**src/rtl/scan_fifo_pair.sv**
```systemverilog
module scan_fifo_pair #(
  parameter int W     = 8,
  parameter int DEPTH = 4,
  parameter int DLYW  = 4
) (
  input  logic         clk,
  input  logic         rst_n,
  input  logic         start,
  input  logic [2:0]   mode,
  input  logic [DLYW-1:0] delay,
  input  logic         tck_fall,
  input  logic         tck_rise,
  input  logic         last_bit,
  input  logic         tdi,
  input  logic         tms_in,
  input  logic         wr_en,
  input  logic [W-1:0] wr_data,
  input  logic         rd_en,
  output logic [W-1:0] rd_data,
  output logic         tx_full,
  output logic         rx_empty,
  output logic         busy,
  output logic         tdo
);
  localparam int AW = $clog2(DEPTH);
  localparam int CW = $clog2(W + 1);
  localparam logic [CW-1:0] WFULL = CW'(W);
  localparam logic [AW:0]   DFULL = (AW+1)'(DEPTH);
  localparam logic [2:0] M_FULL = 3'd0, M_IN = 3'd1, M_OUT = 3'd2,
                         M_RECIRC = 3'd3, M_LB_DATA = 3'd4, M_LB_SEL = 3'd5;

  logic [W-1:0]    tx_mem [DEPTH];
  logic [W-1:0]    rx_mem [DEPTH];
  logic [AW:0]     tx_wp, tx_rp, rx_wp, rx_rp, tx_cnt, rx_cnt;
  logic            flushing, active, launching, fin, rec_q;
  logic [2:0]      mode_q;
  logic [DLYW-1:0] dly_q, skip, tail, dly_in;
  logic [W-1:0]    txsr, rxsr, tx_head, nsr, rx_pdata;
  logic [CW-1:0]   txbits, rxbits, nbits;
  logic            tx_empty, rx_full, uses_tx, captures;
  logic            launch, sample, cap, done, tx_push, tx_pop, rx_push, rx_pop;
  logic            src, next_tdo;

  assign tx_cnt   = tx_wp - tx_rp;
  assign rx_cnt   = rx_wp - rx_rp;
  assign tx_empty = (tx_wp == tx_rp);
  assign rx_empty = (rx_wp == rx_rp);
  assign rx_full  = (rx_cnt == DFULL);
  assign tx_full  = (tx_cnt == DFULL) | flushing;
  assign tx_head  = tx_mem[tx_rp[AW-1:0]];
  assign rd_data  = rx_mem[rx_rp[AW-1:0]];
  assign busy     = active;

  assign uses_tx  = !(mode_q == M_IN || mode_q == M_RECIRC);
  assign captures = (mode_q != M_OUT);
  assign dly_in   = (mode == M_OUT || mode == M_LB_DATA || mode == M_LB_SEL) ? '0 : delay;

  assign launch  = tck_fall & active & launching & !start;
  assign sample  = tck_rise & active & !start;
  assign tx_push = wr_en & !tx_full & !start;
  assign tx_pop  = launch & uses_tx & (txbits == '0) & !tx_empty;
  assign rx_pop  = rd_en & !rx_empty;

  assign src   = (mode_q == M_LB_DATA) ? tdo : (mode_q == M_LB_SEL) ? tms_in : tdi;
  assign cap   = sample & captures & (skip == '0);
  assign nsr   = {src, rxsr[W-1:1]};
  assign nbits = rxbits + 1'b1;
  assign done  = sample & fin & (tail == '0);

  always_comb begin
    rx_push  = 1'b0;
    rx_pdata = nsr;
    if (cap && nbits == WFULL) begin
      rx_push = 1'b1;
    end else if (done && captures) begin
      if (cap) begin
        rx_push  = 1'b1;
        rx_pdata = nsr >> (WFULL - nbits);
      end else if (rxbits != '0) begin
        rx_push  = 1'b1;
        rx_pdata = rxsr >> (WFULL - rxbits);
      end
    end
  end

  always_comb begin
    if (mode_q == M_IN)          next_tdo = 1'b1;
    else if (mode_q == M_RECIRC) next_tdo = rec_q;
    else if (txbits != '0)       next_tdo = txsr[0];
    else if (!tx_empty)          next_tdo = tx_head[0];
    else                         next_tdo = 1'b1;
  end

  always_ff @(posedge clk) begin
    if (tx_push) tx_mem[tx_wp[AW-1:0]] <= wr_data;
    if (rx_push && !rx_full) rx_mem[rx_wp[AW-1:0]] <= rx_pdata;
  end

  always_ff @(posedge clk or negedge rst_n) begin
    if (!rst_n) begin
      tx_wp <= '0; tx_rp <= '0; rx_wp <= '0; rx_rp <= '0;
      flushing <= 1'b0; active <= 1'b0; launching <= 1'b0; fin <= 1'b0;
      rec_q <= 1'b1; tdo <= 1'b1; mode_q <= M_FULL;
      dly_q <= '0; skip <= '0; tail <= '0;
      txsr <= '0; rxsr <= '0; txbits <= '0; rxbits <= '0;
    end else begin
      flushing <= start;
      if (start) begin
        tx_wp <= '0;
        tx_rp <= '0;
      end else begin
        if (tx_push) tx_wp <= tx_wp + 1'b1;
        if (tx_pop)  tx_rp <= tx_rp + 1'b1;
      end
      if (rx_push && !rx_full) rx_wp <= rx_wp + 1'b1;
      if (rx_pop)              rx_rp <= rx_rp + 1'b1;

      if (start) begin
        active <= 1'b1; launching <= 1'b1; fin <= 1'b0;
        mode_q <= mode; dly_q <= dly_in; skip <= dly_in; tail <= '0;
        txbits <= '0; rxbits <= '0; rxsr <= '0;
        tdo <= 1'b1; rec_q <= 1'b1;
      end else begin
        if (launch) begin
          tdo <= next_tdo;
          if (tx_pop) begin
            txsr   <= tx_head >> 1;
            txbits <= WFULL - 1'b1;
          end else if (uses_tx && txbits != '0) begin
            txsr   <= txsr >> 1;
            txbits <= txbits - 1'b1;
          end
          if (last_bit) begin
            launching <= 1'b0;
            fin       <= 1'b1;
            tail      <= dly_q;
          end
        end
        if (sample) begin
          rec_q <= tdi;
          if (captures && skip != '0) skip <= skip - 1'b1;
          if (cap) begin
            if (nbits == WFULL) rxbits <= '0;
            else begin
              rxsr   <= nsr;
              rxbits <= nbits;
            end
          end
          if (fin) begin
            if (tail == '0) begin
              active <= 1'b0;
              fin    <= 1'b0;
              rxbits <= '0;
            end else begin
              tail <= tail - 1'b1;
            end
          end
        end
      end
    end
  end

  a_r3_flush_flag: assert property (@(posedge clk) disable iff (!rst_n)
    start |=> tx_full);

  a_r2_full_write_dropped: assert property (@(posedge clk) disable iff (!rst_n)
    (wr_en && tx_full && !start) |=> $stable(tx_wp));

  a_r8_input_only_high: assert property (@(posedge clk) disable iff (!rst_n)
    (active && mode_q == M_IN) |-> tdo);

  a_r9_output_only_no_rx: assert property (@(posedge clk) disable iff (!rst_n)
    (active && mode_q == M_OUT && !start) |=> $stable(rx_wp));

  a_r6_end_on_rise: assert property (@(posedge clk) disable iff (!rst_n)
    $fell(active) |-> $past(tck_rise));

  a_r5_rx_bound: assert property (@(posedge clk) disable iff (!rst_n)
    rx_cnt <= DFULL);
endmodule

```
**config.mk**
```make
export PLATFORM = sky130hd
export DESIGN_NAME = scan_fifo_pair
export DESIGN_NICKNAME = d
export VERILOG_FILES = /design/src/rtl/scan_fifo_pair.sv
export SDC_FILE = /design/constraint.sdc
export NUM_CORES = 1
export LEC_CHECK = 0
export CAP_MARGIN = 40
export CORE_MARGIN = 2
export CORE_UTILIZATION = 45
export CTS_CLUSTER_SIZE = 24
export DETAILED_ROUTE_END_ITERATION = 10
export DONT_BUFFER_PORTS = 1
export PLACE_DENSITY_LB_ADDON = 0.15
export SLEW_MARGIN = 25
export SYNTH_ARGS = -nofsm -noshare
export SYNTH_HDL_FRONTEND = slang
export SYNTH_SLANG_ARGS = --single-unit
```
**constraint.sdc**
```tcl
create_clock -name clk -period 5.4 [get_ports clk]
set_input_delay 0.27 -clock clk [delete_from_list [all_inputs] [get_ports clk]]
set_output_delay 0.27 -clock clk [all_outputs]
set_load 0.005 [all_outputs]
```
==> impl_metrics.json, run 1 <==
{
  "cts-root-buf": "clkbuf_16",
  "dp.cells": 687,
  "ys_seq_area_share_pct": 52.3,
  "io_buffer_count": 0,
  "row_count": 43,
  "syn-cell-area_um2": 6350,
  "cp-start-kind": "flop",
  "insertion_delay_ps": 420,
  "synth_top_area_share_pct": 30.2,
  "drt_drc_violations_left": 0,
  "clockBufferDepth": 2,
  "synth_edf_count": 64,
  "cp_slowest_cell": "ha_1",
  "grt_max_degree": 57,
  "cts_setup_buffers": 0,
  "synthesis.nets": 579,
  "start_util_pct": 46.0,
  "maxSlewHeadroom_pct": 51.0,
  "r2r-end": "rx_mem[0][2]",
  "slowest_delay_ps": 740,
  "worst_hold_startpoint": "delay[2]",
  "avgViaCountPerCell": 5.69,
  "hold_end": "dly_q[2]",
  "drt_iter0_markers": 230,
  "timing.rr.start": "rxbits[0]",
  "synth.avg_cell_area_um2": 11.9,
  "finalSetupViolations": 0,
  "irDropWorstVdd_v": 0.000199,
  "grtUsageTotal_pct": 19.0,
  "synth-warning-count": 0,
  "rrSetupSlack_ps": 2330,
  "ant_nets": 0,
  "wl_per_cell_um": 17.6,
  "clock_skew_ps": 11.0,
  "hold_class": "in -> reg",
  "finish.instance_area_um2": 7270,
  "final_cells": 737,
  "vias": 4197,
  "drv_cap": 0,
  "r2r_cells": 7,
  "synth_seq_cells": 120,
  "synth_cell_type_count": 77,
  "crit_arrival_ps": 3240,
  "finalMaxSlewViolations": 0,
  "worst_slew_pin_slew_ps": 732,
  "yosysTopAreaCell": "edfxtp_1",
  "p_leak_nw": 2.67,
  "status": "completed",
  "netlist_instances": 533,
  "fmax_ghz": 0.325,
  "die_y_um": 123,
  "final.period_utilization_pct": 56.9,
  "areaGrowthSynthToFinish_pct": 14.4,
  "critPathKind": "reg -> reg",
  "antenna_found_initial": 0,
  "die_area_um2": 15100,
  "clkSlewWorstSetupHoldPaths_ps": 60,
  "dpl-instance-area_um2": 6470,
  "final_cell_mix": "edfxtp_1 (64), dfrtp_1 (54), nor2_1 (47)",
  "routed_wl_um": 13000,
  "rsz0062_at_grt": "no",
  "crit_path_cell_trace": "inv_1 > ha_1 > buf_8 > nor4b_1 > a221oi_1 > nand4_1 > o31ai_1",
  "grt_pass1_vias": 4231,
  "final-hold-violation-count": 0,
  "coreArea_um2": 13800,
  "nets": 591,
  "end_kind": "flop",
  "place_congestion": 0.846,
  "ys.flop_type": "edfxtp_1",
  "cts-buffers-inserted": 17,
  "async_reset_ff_share_pct": 46.7,
  "synth.top_cells.by_area": "edfxtp_1 (30%), dfrtp_1 (21%), mux4_2 (6.0%)",
  "antenna_cells": 0,
  "drtPass1Iterations": 4,
  "layout_commonest_cell": "edfxtp_1",
  "drive_above_1_share_pct": 15.4,
  "setup_tns_ps": 0,
  "htree_levels": 4,
  "place_hpwl_um": 8640,
  "hold_path_depth": 2,
  "numClockSinks": 120,
  "grt_pass1_wl_um": 21900,
  "cts_tree": "yes",
  "critPathRequiredTime_ps": 5570,
  "overflow": 0,
  "io_pins": 37,
  "period_needed_ps": 3070,
  "fp.dieW_um": 123,
  "worstPathMaxFanout": 19,
  "p_per_area_nw_per_um2": 373
}
worst max-delay path, delay by kind of cell (launching register included):
| kind | cells | cell delay (ps) |
|---|---|---|
| adders and majority gates | 1 | 740 |
| AOI/OAI and AO/OA | 2 | 830 |
| buffers and inverters | 2 | 500 |
| DFF | 1 | 430 |
| and+or+nand+nor | 2 | 330 |
power breakdown:
group / internal, mW / switching [mW] / total [mW]
clock: 0.678 / 0.420 / 1.10
sequential: 1.04 / 0.0900 / 1.13
combinational: 0.223 / 0.257 / 0.481
total: 1.94 / 0.767 / 2.71
sequential cells by signal, summed over array words and instances (netlist names):
name / count
fin: 1
dly_q: 4
tail: 4
tx_mem: 32
tdo: 1
tx_wp: 3
rx_mem: 32
rxsr: 8
txbits: 4
busy: 1
txsr: 7
tx_rp: 3
mode_q: 3
skip: 4
rxbits: 4
flushing: 1
rx_wp: 3
launching: 1
rx_rp: 3
rec_q: 1
layer usage:
layer	vias up	routed length, um	GRT usage [%]
met5	-	0	0
met4	0	205	6.68
met3	16	598	5.16
met2	84	6330	30.3
met1	2097	5830	25.0
li1	2000	-	-
logic make-up after synthesis:
logic type | synth area share (%)
muxes | 11.3
AOI/OAI and AO/OA | 11.0
and+or+nand+nor | 14.4
xor gates and xnor gates | 2.76
buffers and inverters | 4.17
adders and majority gates | 4.14
DFF | 52.3
Yosys cell counts (3+ instances only):
master	instances
a21oi_1	34
clkbuf_1	12
nor2b_1	5
nand4_1	3
nor3b_1	8
a311oi_1	3
edfxtp_1	64
a31oi_1	7
a21o_1	3
nor2_1	47
or3b_2	3
nand3b_1	4
or3_1	3
xor2_1	7
xnor2_1	13
and3_1	3
mux4_2	17
nand2b_1	6
nor3_1	10
dfrtp_1	54
nand2_1	28
and2_2	3
mux2i_1	25
a211oi_1	3
a221o_1	4
or3b_1	3
mux2_2	6
o21ai_0	21
ha_1	21
nand3_1	6
a211o_1	4
buf_2	14
inv_1	29
o211ai_1	4
worst max-delay path by stage:
stage,startpoint,to,slack [ps]
2_1_floorplan,rxbits[0],rx_mem[0][0],2660
6_report,rxbits[0],rx_mem[0][2],2330
4_1_cts,rxbits[0],rx_mem[0][2],1600
5_1_grt,rxbits[0],rx_mem[0][2],2080
3_3_place_gp,rxbits[0],rx_mem[0][0],1510
3_5_place_dp,rxbits[0],rx_mem[0][2],1640
what timing repair did:
action | in CTS | in global routing
endpoints found under the hold margin | 125 | 0
setup endpoints to repair | 0 | 0
gates resized for setup | 0 | 0
hold buffers | 18 | 0
per-stage QoR:
stage	hold WS [ps]	setup slack (ps)	total power, mW	utilization, %
final	18.2	2330	2.71	52.5
after global routing	38.4	2080	2.85	52.5
after CTS	6.33	1600	2.74	52.4
after detailed placement	-24.0	1640	1.60	46.8
after global placement	-24.1	1510	1.58	46.7
after floorplan	-25.6	2660	1.51	-
layout make-up:
type	instances	area (um2)
inverters	29	109
repair buffers	24	268
flip-flops and latches	120	3330
well taps	180	225
clock inverters	14	150
fillers	1211	6560
clock buffers	17	425
multi-input cells	353	2760
No activity file was read; power rests on OpenSTA's default activity.
==> inputs of run 2 (changes only) <==
- ABC_AREA: default -> 1
- clock period: 5.4 -> 3.09 ns (I/O delays scaled with it)
==> impl_metrics.json, run 2 <==
{
  "clock_skew_ps": 10.3,
  "die_y_um": 123,
  "cp_num_buf_inv": 1,
  "ys_seq_area_share_pct": 52.4,
  "grt_pass1_vias": 4978,
  "dp.cells": 898,
  "yosysMostFrequentCell": "nand2_1",
  "numClockSinks": 120,
  "finalSetupViolations": 0,
  "cts_resized": 0,
  "cts_hold_buf": 20,
  "synth_top_area_share_pct": 30.3,
  "cp_slowest_cell": "nor2_1",
  "fin_ws_ps": 561,
  "finalMaxSlewViolations": 0,
  "crit_path_cell_trace": "inv_1 > ha_1 > nand2_1 > nand4_1 > nand4_1 > nand4_1 > nor2_1",
  "synthesis.nets": 776,
  "avgViaCountPerCell": 5.30,
  "clockBufferDepth": 2,
  "grt_pass1_wl_um": 24900,
  "ys.flop_type": "edfxtp_1",
  "synth.top_cells.by_area": "edfxtp_1 (30%), dfrtp_1 (21%), nand2_1 (8.9%)",
  "layout_commonest_cell": "nand2_1",
  "syn-cell-area_um2": 6340,
  "rrSetupSlack_ps": 560,
  "crit_top_cell": "nand4_1",
  "finish.instance_area_um2": 7360,
  "nets": 804,
  "areaGrowthSynthToFinish_pct": 16.0,
  "synthSimpleGateAreaFrac_pct": 23.0,
  "hold_path_depth": 4,
  "fp.dieW_um": 123,
  "cts_tree": "yes",
  "start_util_pct": 45.9,
  "grt_max_degree": 57,
  "r2r_cells": 7,
  "final.period_utilization_pct": 81.9,
  "place_congestion": 0.963,
  "hold_end": "rec_q",
  "grtUsageTotal_pct": 21.7,
  "setup_tns_ps": 0,
  "antenna_found_initial": 0,
  "routed_wl_um": 14900,
  "clkSlewWorstSetupHoldPaths_ps": 60,
  "io_buffer_count": 0,
  "synth-warning-count": 0,
  "crit_family": "simple AND/OR/NAND/NOR gates",
  "rsz0062_at_grt": "no",
  "critPathKind": "reg -> reg",
  "async_reset_ff_share_pct": 46.7,
  "cts-buffers-inserted": 17,
  "overflow": 0,
  "synthTopCellsByCount": "nand2_1 (151), nor2_1 (90), inv_1 (84), o21ai_0 (84), edfxtp_1 (64)",
  "coreArea_um2": 13800,
  "total_power_mw": 5.24,
  "place_ws_ps": 554,
  "slowest_delay_ps": 580,
  "insertion_delay_ps": 420,
  "crit_arrival_ps": 2580,
  "period_needed_ps": 2530,
  "irDropWorstVdd_v": 0.000464,
  "drv_cap": 0,
  "end_kind": "flop",
  "drt_drc_violations_left": 0,
  "cp-start-kind": "flop",
  "multi_input_comb_area_um2": 2600,
  "maxSlewHeadroom_pct": 57.5,
  "antenna_cells": 0,
  "synth_top_family_by_area": "simple AND/OR/NAND/NOR gates",
  "n_fill_cell": 1244,
  "p_per_area_nw_per_um2": 712,
  "r2r-end": "tx_mem[3][2]",
  "worst_hold_startpoint": "start",
  "synth_seq_cells": 120,
  "status": "completed",
  "dpl-instance-area_um2": 6530,
  "final_cells": 951,
  "netlist_instances": 730,
  "cts_setup_buffers": 0,
  "holdWs_ps": 49.6,
  "synth_edf_count": 64,
  "synth_xor_xnor_area_share_pct": 1.79,
  "ff_latch_area_um2": 3330,
  "p_leak_nw": 3.12,
  "htree_levels": 4,
  "yosysTopAreaCell": "edfxtp_1",
  "wl_per_cell_um": 15.6,
  "synthMuxAreaShare_pct": 0,
  "ant_nets": 0,
  "critPathRequiredTime_ps": 3140,
  "cts-root-buf": "clkbuf_16",
  "synth-adder-area-share_pct": 4.14,
  "synth.avg_cell_area_um2": 8.69,
  "die_area_um2": 15100,
  "row_count": 43,
  "synth-compound-area-share_pct": 12.0,
  "drtPass1Iterations": 5,
  "final-hold-violation-count": 0,
  "place_hpwl_um": 10400,
  "io_pins": 37,
  "worstPathMaxFanout": 11,
  "drive_above_1_share_pct": 8.43,
  "worst_slew_pin_slew_ps": 636,
  "utilization_pct": 53.2,
  "drt_iter0_markers": 368,
  "vias": 5039,
  "synth_cell_type_count": 44,
  "fmax_ghz": 0.395,
  "timing.rr.start": "tx_rp[1]",
  "hold_class": "in -> reg",
  "final_cell_mix": "nand2_1 (151), nor2_1 (90), inv_1 (84), o21ai_0 (84), edfxtp_1 (64)",
  "startpoint": "tx_rp[1]"
}
==> run 2: changes by cell type in the layout (fill, tap and decap cells not counted), sizes merged, moves of 8 or more <==
cell | before | now
xnor2 | 13 | 4
nand3 | 7 | 66
nor3 | 12 | 4
a21oi | 36 | 17
o22ai | 2 | 20
mux4 | 17 | 0
nor2 | 49 | 99
inv | 33 | 89
o21ai | 21 | 86
mux2i | 25 | 0
nand2 | 28 | 154
nor3b | 10 | 0
==> run 2: per-layer routing <==
| metal | part of all wire, % | GRT usage [%] |
|---|---|---|
| met4 | 2.4 | 8.48 |
| met3 | 5.5 | 5.07 |
| met5 | 0 | 0 |
| met2 | 49 | 36.3 |
| met1 | 43 | 27.2 |
==> run 2: cells by family after synthesis <==
| family | after synthesis |
|---|---|
| simple gates | 333 |
| compound gates | 137 |
| flops | 120 |
| buf+inv | 106 |
| fa+ha+maj | 21 |
| xor+xnor | 13 |
==> run 2: worst max-delay path by stage <==
stage / endpoint / slack [ps] / cells past startpoint
floorplan: rx_mem[0][7] / 830 / 17
global placement: tx_mem[3][2] / 640 / 7
detailed placement: tx_mem[1][3] / 550 / 7
CTS: tx_mem[0][5] / 550 / 7
global route: rx_mem[3][3] / 220 / 12
finish: tx_mem[3][2] / 560 / 7
==> run 2: area by class of cell <==
class	count	area share, %
Clock buffer	18	5.83
Clock inverter	14	2.35
Inverter	87	4.44
Multi-Input combinational cell	504	35.3
Sequential cell	120	45.2
Tap cell	180	3.06
Timing Repair Buffer	28	3.82
==> run 2: worst min-delay path: stages <==
cell	delay (ps)
nor2_1	40
inv_1	70
nor2_1	40
a21oi_1	120
==> run 2: report_power, final <==
part           switching, mW  internal (mW)  leakage, nW
Sequential             0.135           1.84         1.30
Clock                  0.734           1.27        0.283
Combinational          0.822          0.442         1.54
